## config.mk

```make
export PLATFORM = sky130hd
export DESIGN_NAME = sprite_blitter
export DESIGN_NICKNAME = d
export VERILOG_FILES = /design/src/rtl/sprite_pkg.sv /design/src/rtl/sprite_fb.sv /design/src/rtl/sprite_row_merge.sv /design/src/rtl/sprite_blit_ctrl.sv /design/src/rtl/sprite_blitter.sv
export SDC_FILE = /design/constraint.sdc
export NUM_CORES = 2
export LEC_CHECK = 0
export BUFFER_PORTS_ARGS = -buffer_cell sky130_fd_sc_hd__buf_2
export CORE_UTILIZATION = 50
export CTS_CLUSTER_SIZE = 40
export DETAILED_ROUTE_END_ITERATION = 10
export PLACE_DENSITY_LB_ADDON = 0.08
export SYNTH_ARGS = -nofsm -noshare
export SYNTH_HDL_FRONTEND = slang
export SYNTH_SLANG_ARGS = --single-unit
```

## constraint.sdc

```tcl
create_clock -name clk -period 9.3 [get_ports clk]
set_clock_uncertainty 0.15 [all_clocks]
set_input_delay 1.86 -clock clk [delete_from_list [all_inputs] [get_ports clk]]
set_output_delay 1.86 -clock clk [all_outputs]
set_load 0.02 [all_outputs]
```

## src/rtl/sprite_pkg.sv

```systemverilog
package sprite_pkg;

    localparam int FB_W    = 64;
    localparam int FB_H    = 32;
    localparam int COL_W   = $clog2(FB_W);
    localparam int ROW_W   = $clog2(FB_H);
    localparam int PIX_AW  = COL_W + ROW_W;
    localparam int MEM_AW  = 12;
    localparam int SPR_W   = 8;
    localparam int N_W     = 4;
    localparam int COORD_W = 8;
    localparam int CNT_W   = (N_W > ROW_W) ? N_W : ROW_W;

    typedef enum logic [2:0] {
        ST_IDLE,
        ST_FETCH,
        ST_WAIT,
        ST_WRITE,
        ST_CLEAR
    } blit_state_e;

    // Row update request from the controller to the framebuffer
    typedef struct packed {
        logic             en;
        logic             zero;
        logic [ROW_W-1:0] row;
    } row_req_t;

    // Spread one sprite byte over a screen row: MSB at column x, wrapping at the edge
    function automatic logic [FB_W-1:0] spread_row(input logic [SPR_W-1:0] b,
                                                   input logic [COL_W-1:0] x);
        logic [FB_W-1:0]  m;
        logic [COL_W-1:0] col;
        m = '0;
        for (int i = 0; i < SPR_W; i++) begin
            col = x + COL_W'(i);
            m[col] = b[SPR_W-1-i];
        end
        return m;
    endfunction

endpackage

```

## src/rtl/sprite_fb.sv

```systemverilog
module sprite_fb
    import sprite_pkg::*;
#(
    parameter int W = FB_W,
    parameter int H = FB_H,
    localparam int CW = $clog2(W),
    localparam int RW = $clog2(H)
) (
    input  logic          clk,
    input  logic          rst,
    input  logic          wr_en,
    input  logic [RW-1:0] wr_row,
    input  logic [W-1:0]  wr_data,
    input  logic [RW-1:0] rd_row,
    output logic [W-1:0]  rd_data,
    input  logic [RW+CW-1:0] scan_addr,
    output logic          scan_pixel
);

    logic [W-1:0] rows [H];

    for (genvar g = 0; g < H; g++) begin : g_row
        always_ff @(posedge clk) begin
            if (rst) begin
                rows[g] <= '0;
            end else if (wr_en && (wr_row == RW'(g))) begin
                rows[g] <= wr_data;
            end
        end
    end

    assign rd_data = rows[rd_row];

    always_ff @(posedge clk) begin
        if (rst) begin
            scan_pixel <= 1'b0;
        end else begin
            scan_pixel <= rows[scan_addr[RW+CW-1:CW]][scan_addr[CW-1:0]];
        end
    end

endmodule

```

## src/rtl/sprite_row_merge.sv

```systemverilog
module sprite_row_merge
    import sprite_pkg::*;
#(
    parameter int W = FB_W,
    localparam int CW = $clog2(W)
) (
    input  logic [W-1:0]     old_row,
    input  logic [SPR_W-1:0] sprite,
    input  logic [CW-1:0]    x_off,
    output logic [W-1:0]     new_row,
    output logic             hit
);

    logic [W-1:0] mask;

    always_comb begin
        mask    = spread_row(sprite, x_off);
        new_row = old_row ^ mask;
        hit     = |(old_row & mask);
    end

endmodule

```

## src/rtl/sprite_blit_ctrl.sv

```systemverilog
module sprite_blit_ctrl
    import sprite_pkg::*;
(
    input  logic               clk,
    input  logic               rst,
    input  logic               draw_start,
    input  logic               clear_start,
    input  logic [COORD_W-1:0] pos_x,
    input  logic [COORD_W-1:0] pos_y,
    input  logic [N_W-1:0]     height,
    input  logic [MEM_AW-1:0]  base_addr,
    input  logic [SPR_W-1:0]   mem_data,
    input  logic               row_hit,
    output logic               mem_rd,
    output logic [MEM_AW-1:0]  mem_addr,
    output logic               busy,
    output logic               done,
    output logic               collision,
    output row_req_t           req,
    output logic [COL_W-1:0]   x_off,
    output logic [SPR_W-1:0]   sprite
);

    blit_state_e        state;
    logic [CNT_W-1:0]   cnt;
    logic [N_W-1:0]     n_q;
    logic [MEM_AW-1:0]  base_q;
    logic [ROW_W-1:0]   y_q;
    logic               coll_acc;
    logic               last_row;
    logic               last_clear;

    assign last_row   = (cnt == (CNT_W'(n_q) - CNT_W'(1)));
    assign last_clear = (cnt == CNT_W'(FB_H - 1));

    assign busy     = (state != ST_IDLE);
    assign mem_rd   = (state == ST_FETCH);
    assign mem_addr = base_q + MEM_AW'(cnt);

    always_comb begin
        req.en   = (state == ST_WRITE) || (state == ST_CLEAR);
        req.zero = (state == ST_CLEAR);
        req.row  = y_q + ROW_W'(cnt);
    end

    always_ff @(posedge clk) begin
        if (rst) begin
            state     <= ST_IDLE;
            cnt       <= '0;
            n_q       <= '0;
            base_q    <= '0;
            x_off     <= '0;
            y_q       <= '0;
            sprite    <= '0;
            coll_acc  <= 1'b0;
            done      <= 1'b0;
            collision <= 1'b0;
        end else begin
            done <= 1'b0;
            case (state)
                ST_IDLE: begin
                    cnt <= '0;
                    if (clear_start) begin
                        y_q       <= '0;
                        collision <= 1'b0;
                        state     <= ST_CLEAR;
                    end else if (draw_start) begin
                        collision <= 1'b0;
                        coll_acc  <= 1'b0;
                        n_q       <= height;
                        base_q    <= base_addr;
                        x_off     <= COL_W'(pos_x % FB_W);
                        y_q       <= ROW_W'(pos_y % FB_H);
                        if (height == '0) begin
                            done <= 1'b1;
                        end else begin
                            state <= ST_FETCH;
                        end
                    end
                end
                ST_FETCH: state <= ST_WAIT;
                ST_WAIT: begin
                    sprite <= mem_data;
                    state  <= ST_WRITE;
                end
                ST_WRITE: begin
                    coll_acc <= coll_acc | row_hit;
                    if (last_row) begin
                        collision <= coll_acc | row_hit;
                        done      <= 1'b1;
                        state     <= ST_IDLE;
                    end else begin
                        cnt   <= cnt + CNT_W'(1);
                        state <= ST_FETCH;
                    end
                end
                ST_CLEAR: begin
                    if (last_clear) begin
                        done  <= 1'b1;
                        state <= ST_IDLE;
                    end else begin
                        cnt <= cnt + CNT_W'(1);
                    end
                end
                default: state <= ST_IDLE;
            endcase
        end
    end

endmodule

```

## src/rtl/sprite_blitter.sv

```systemverilog
module sprite_blitter
    import sprite_pkg::*;
(
    input  logic               clk,
    input  logic               rst,
    input  logic               draw_start,
    input  logic               clear_start,
    input  logic [COORD_W-1:0] pos_x,
    input  logic [COORD_W-1:0] pos_y,
    input  logic [N_W-1:0]     height,
    input  logic [MEM_AW-1:0]  base_addr,
    output logic               mem_rd,
    output logic [MEM_AW-1:0]  mem_addr,
    input  logic [SPR_W-1:0]   mem_data,
    output logic               busy,
    output logic               done,
    output logic               collision,
    input  logic [PIX_AW-1:0]  scan_addr,
    output logic               scan_pixel
);

    row_req_t          req;
    logic [COL_W-1:0]  x_off;
    logic [SPR_W-1:0]  sprite;
    logic [FB_W-1:0]   old_row;
    logic [FB_W-1:0]   new_row;
    logic [FB_W-1:0]   wr_data;
    logic              row_hit;

    sprite_blit_ctrl u_ctrl (
        .clk        (clk),
        .rst        (rst),
        .draw_start (draw_start),
        .clear_start(clear_start),
        .pos_x      (pos_x),
        .pos_y      (pos_y),
        .height     (height),
        .base_addr  (base_addr),
        .mem_data   (mem_data),
        .row_hit    (row_hit),
        .mem_rd     (mem_rd),
        .mem_addr   (mem_addr),
        .busy       (busy),
        .done       (done),
        .collision  (collision),
        .req        (req),
        .x_off      (x_off),
        .sprite     (sprite)
    );

    sprite_row_merge #(.W(FB_W)) u_merge (
        .old_row(old_row),
        .sprite (sprite),
        .x_off  (x_off),
        .new_row(new_row),
        .hit    (row_hit)
    );

    assign wr_data = req.zero ? '0 : new_row;

    sprite_fb #(.W(FB_W), .H(FB_H)) u_fb (
        .clk       (clk),
        .rst       (rst),
        .wr_en     (req.en),
        .wr_row    (req.row),
        .wr_data   (wr_data),
        .rd_row    (req.row),
        .rd_data   (old_row),
        .scan_addr (scan_addr),
        .scan_pixel(scan_pixel)
    );

endmodule

```

==> metrics.sh <==
OUTCOME='finished with violations'
FAILED_CHECKS='capacitance limit, slew limit'
ROWS=173
SYNTH_TOP_FAMILY_BY_AREA='multiplexers'
POST_SYNTH_INST_COUNT=8331
YOSYSWARNINGCOUNT=0
SYNTH_LARGEST_AREA_CELL='edfxtp_1'
FINAL_CORE_UTILIZATION=0.553
CHIPWIDTH_UM=476
OVERALL_DIE_HEIGHT_UM=476
SYNTH.AREA.MUX_SHARE=0.238
GRT_PASS1_WL_UM=652000
CPPEAKSTAGEDELAY_NS=0.88
SYNTH_SEQ_AREA_SHARE=0.555
WORST-SLEW-PIN-TRANSITION_NS=1.54
POST_DRT_VIA_CELL_RATIO=7.41
CTS_SINKS=2095
RSZ_0062_RAISED_AFTER_GLOBAL_ROUTING='false'
HTREE_NUM_LEVELS=4
POST_ROUTE_CELLS_DRIVE_ABOVE_1_SHARE=0.218
YOSYS.CELL_TYPES.COUNT=83
LAYOUT-AREA-OVERHEAD-VS-SYNTH_PCT=9.55
MIN_PERIOD_OVER_PERIOD=0.792
STARTPOINT_TYPE='register'
SLEW_HEADROOM=-0.0289
POWER_DENSITY_nW_PER_UM2=201
CP_DATA_ARRIVAL_TIME_NS=7.95
DR.PASS1.ITERS=9
LAYOUT_COMMONEST_CELL='nor2_1'
SYNTH-EDFF-COUNT=2048
ROUTED-VIA-COUNT=83126
NUMBER_OF_BUFFERS_AND_INVERTERS_ON_THE_CRITICAL_PATH=3
HOLD_START='u_ctrl.base_q[4]'
MAPPEDNETLISTNETS=8468
CRIT_REQUIRED_NS=9.88
INITIALDRTVIOLATIONCOUNT=14650
MOST-COMMON-LAYOUT-CELLS='2230 x nor2_1, 2048 x edfxtp_1, 1035 x mux4_2, 479 x nand2_1, 286 x mux2i_1'
LARGEST_NET_DEGREE_AT_THE_START_OF_GLOBAL_ROUTING=92
TOP_LEVEL_PORTS=72
NUMBER_OF_HOLD_SLACK_VIOLATIONS_IN_THE_FINAL_TIMING_REPORT=0
MAX_FREQ_GHz=0.136
CLK-INSERTION-DELAY-LATE_NS=0.89
ANTENNA_FOUND_INITIAL=27
KIND_OF_CELL_WITH_THE_HIGHEST_COMBINED_DELAY_ON_THE_CRITICAL_PATH='simple AND/OR/NAND/NOR gates'
INITIAL_UTILIZATION=0.504
SETUP-TNS-FINAL_NS=0
TIMING.RR.START='u_ctrl.x_off[0]'
ROUTABILITYCONGESTION=0.961
POST_SYNTH_FA_HA_MAJ_AREA_FRACTION=0.00926
WL_PER_CELL_UM=42.9
DRTANTENNAVIOLNETS=0
FINALWIRELENGTH_UM=481000
IO_BUFFERS=66
AVGSYNTHCELLAREA_UM2=13.5
SYNTH-SIMPLE-AREA-SHARE=0.108
POST-SYNTH-TOP-AREA-FRACTION=0.547
CTS-ROOT-BUF='clkbuf_16'
WORST_SETUP_PATH_STARTPOINT='u_ctrl.x_off[0]'
DIE_AREA_UM2=227000
SLOWEST_CELL_ON_CRIT_PATH='nor4_1'
SYNTH-MAIN-FF-CELL='edfxtp_1'
N_FILL_CELL=18124
POSTCTS_SETUP_BUFS=0
FINALNETCOUNT=8190
MAXCAPVIOLATIONS=1
PLACEABLECOREAREA_UM2=223000
YS_ASYNC_SR_FRACTION=0
CTS_INSERTED_BUFFERS=225
VDD_DROP_MAX_uV=191
CP_CELL_SEQUENCE='buf_4, clkinv_1, ha_1, nand2b_1, xnor2_1, nor3_1, nand2_1, o22ai_1, a31oi_1, o21ai_0, a21oi_1, o21ai_0, ha_1, nor4_1, nand4_1, nor4_1, buf_4, nand4_1, nand2b_1, a21oi_1'
MIN-DELAY-PATH-CLASS='reg2reg'
TRITONCTS='built'
SYNTH_AREA_LEADERS='edfxtp_1 55%, mux4_2 21%, nor2_1 7.4%, mux2i_1 2.5%, clkbuf_1 2.2%'
WORSTSETUPPATHTYPE='reg2reg'
TOTAL_ROUTING_USAGE_GR=0.418
VIAS_IN_THE_FIRST_GLOBAL_ROUTE=80066
ENDPOINT_KIND='register'
AREA_FRACTION_IN_COMPOUND_GATES_AFTER_SYNTHESIS=0.0497
POST_CTS.RESIZED_INSTANCES=0
CLK_PIN_SLEW_NS=0.06
FINAL-SETUP-VIOL-COUNT=0
CTS.PATH.MAX_BUFFERS=3
CTS.HOLD.BUFFERS_ADDED=0
GLOBALROUTE.TOTALOVERFLOW=0
DRC=0
SYNTH_SEQ_CELLS=2095
SYNTH_AREA_UM2=112000
TIMING.FINAL.MAX_SLEW_VIOLATIONS=2
DP.FINAL_HPWL_UM=270000
SYNTH-XOR-AREA-SHARE=0.00397
CRITPATHMAXFANOUT=25
POWER_LEAKAGE_nW=42.3
TIMING.FINAL.CRIT_PERIOD_NS=7.36
-- synthesized netlist by cell type, types with 32 or more instances --
library cell and instances:
o21ai_0 116, buf_1 49, a31oi_1 33, buf_6 49, nand2_1 514, o221ai_1 122
a22oi_1 52, a21oi_1 149, edfxtp_1 2048, dfxtp_1 47, ha_1 80, clkbuf_1 647
nor4_1 32, nor2_1 2231, buf_2 50, mux4_2 1035, nor3_1 84, mux2i_1 286
nand3_1 72, xnor2_1 35, o22ai_1 165
-- stage by stage --
step / setup WS (ns) / hold slack [ns] / power, mW / cell area (µm²) / instances
after floorplan: 1.35 / 0.291 / 14.2 / 112000 / 8331
after global placement: 2.32 / 0.298 / 15.7 / 116000 / 10801
after detailed placement: 2.39 / 0.305 / 15.7 / 116000 / 10801
after CTS: 2.37 / 0.314 / 24.6 / 123000 / 11216
after global routing: 2.00 / 0.340 / 25.3 / 123000 / 11218
final: 1.94 / 0.311 / 24.8 / 123000 / 11224
-- layer usage --
metal	share of wire	GRT usage	vias up
li1	-	-	31476
met1	0.34	0.541	42654
met2	0.43	0.612	7363
met3	0.15	0.145	1601
met4	0.071	0.245	32
met5	0.00039	0	-
-- worst paths after layout --
check | depth (start not counted) | to | slack [ns]
worst min-delay path | 2 | u_ctrl.base_q[4] | 0.31
worst min register to register | 2 | u_ctrl.base_q[4] | 0.31
worst max-delay path | 20 | u_ctrl.coll_acc | 1.94
worst max register to register | 20 | u_ctrl.coll_acc | 1.94
-- worst register-to-register path, cell delays in order, from the launching register on --
cell and delay [ns]:
dfxtp_1 0.30, buf_4 0.30, clkinv_1 0.42, ha_1 0.41, nand2b_1 0.18, xnor2_1 0.54
nor3_1 0.35, nand2_1 0.41, o22ai_1 0.21, a31oi_1 0.19, o21ai_0 0.12, a21oi_1 0.15
o21ai_0 0.45, ha_1 0.58, nor4_1 0.88, nand4_1 0.17, nor4_1 0.58, buf_4 0.26
nand4_1 0.30, nand2b_1 0.20, a21oi_1 0.07
-- power by group --
| group | internal (mW) | switching, mW | total, mW |
|---|---|---|---|
| combinational | 1.60 | 3.15 | 4.76 |
| sequential | 10.7 | 0.190 | 10.9 |
| clock | 5.10 | 3.99 | 9.09 |
| total | 17.4 | 7.34 | 24.8 |
-- kinds of logic after synthesis --
| kind of cell | after synthesis |
|---|---|
| simple gates | 3059 |
| xor+xnor | 51 |
| fa+ha+maj | 82 |
| flops | 2095 |
| compound gates | 825 |
| buf+inv | 871 |
| mux | 1348 |
-- sequential cells by signal (all words and copies together) (netlist names) --
name              flops
u_ctrl.sprite         8
u_ctrl.y_q            5
u_fb.scan_pixel       1
u_ctrl.base_q        12
u_fb.rows          2048
u_ctrl.state          3
u_ctrl.done           1
u_ctrl.coll_acc       1
u_ctrl.collision      1
u_ctrl.n_q            4
u_ctrl.cnt            5
u_ctrl.x_off          6
-- area by class of cell --
cell class,instances,area [µm²],area share
repair buffers,341,2910,0.0237
clock buffers,264,5800,0.0471
multi-input cells,5365,46700,0.379
flip-flops and latches,2095,62400,0.507
well taps,2975,3720,0.0302
inverters,25,100,0.000812
diodes,8,20.0,0.000162
clock inverters,151,1470,0.0120
Power figures use the tool's default switching activity.
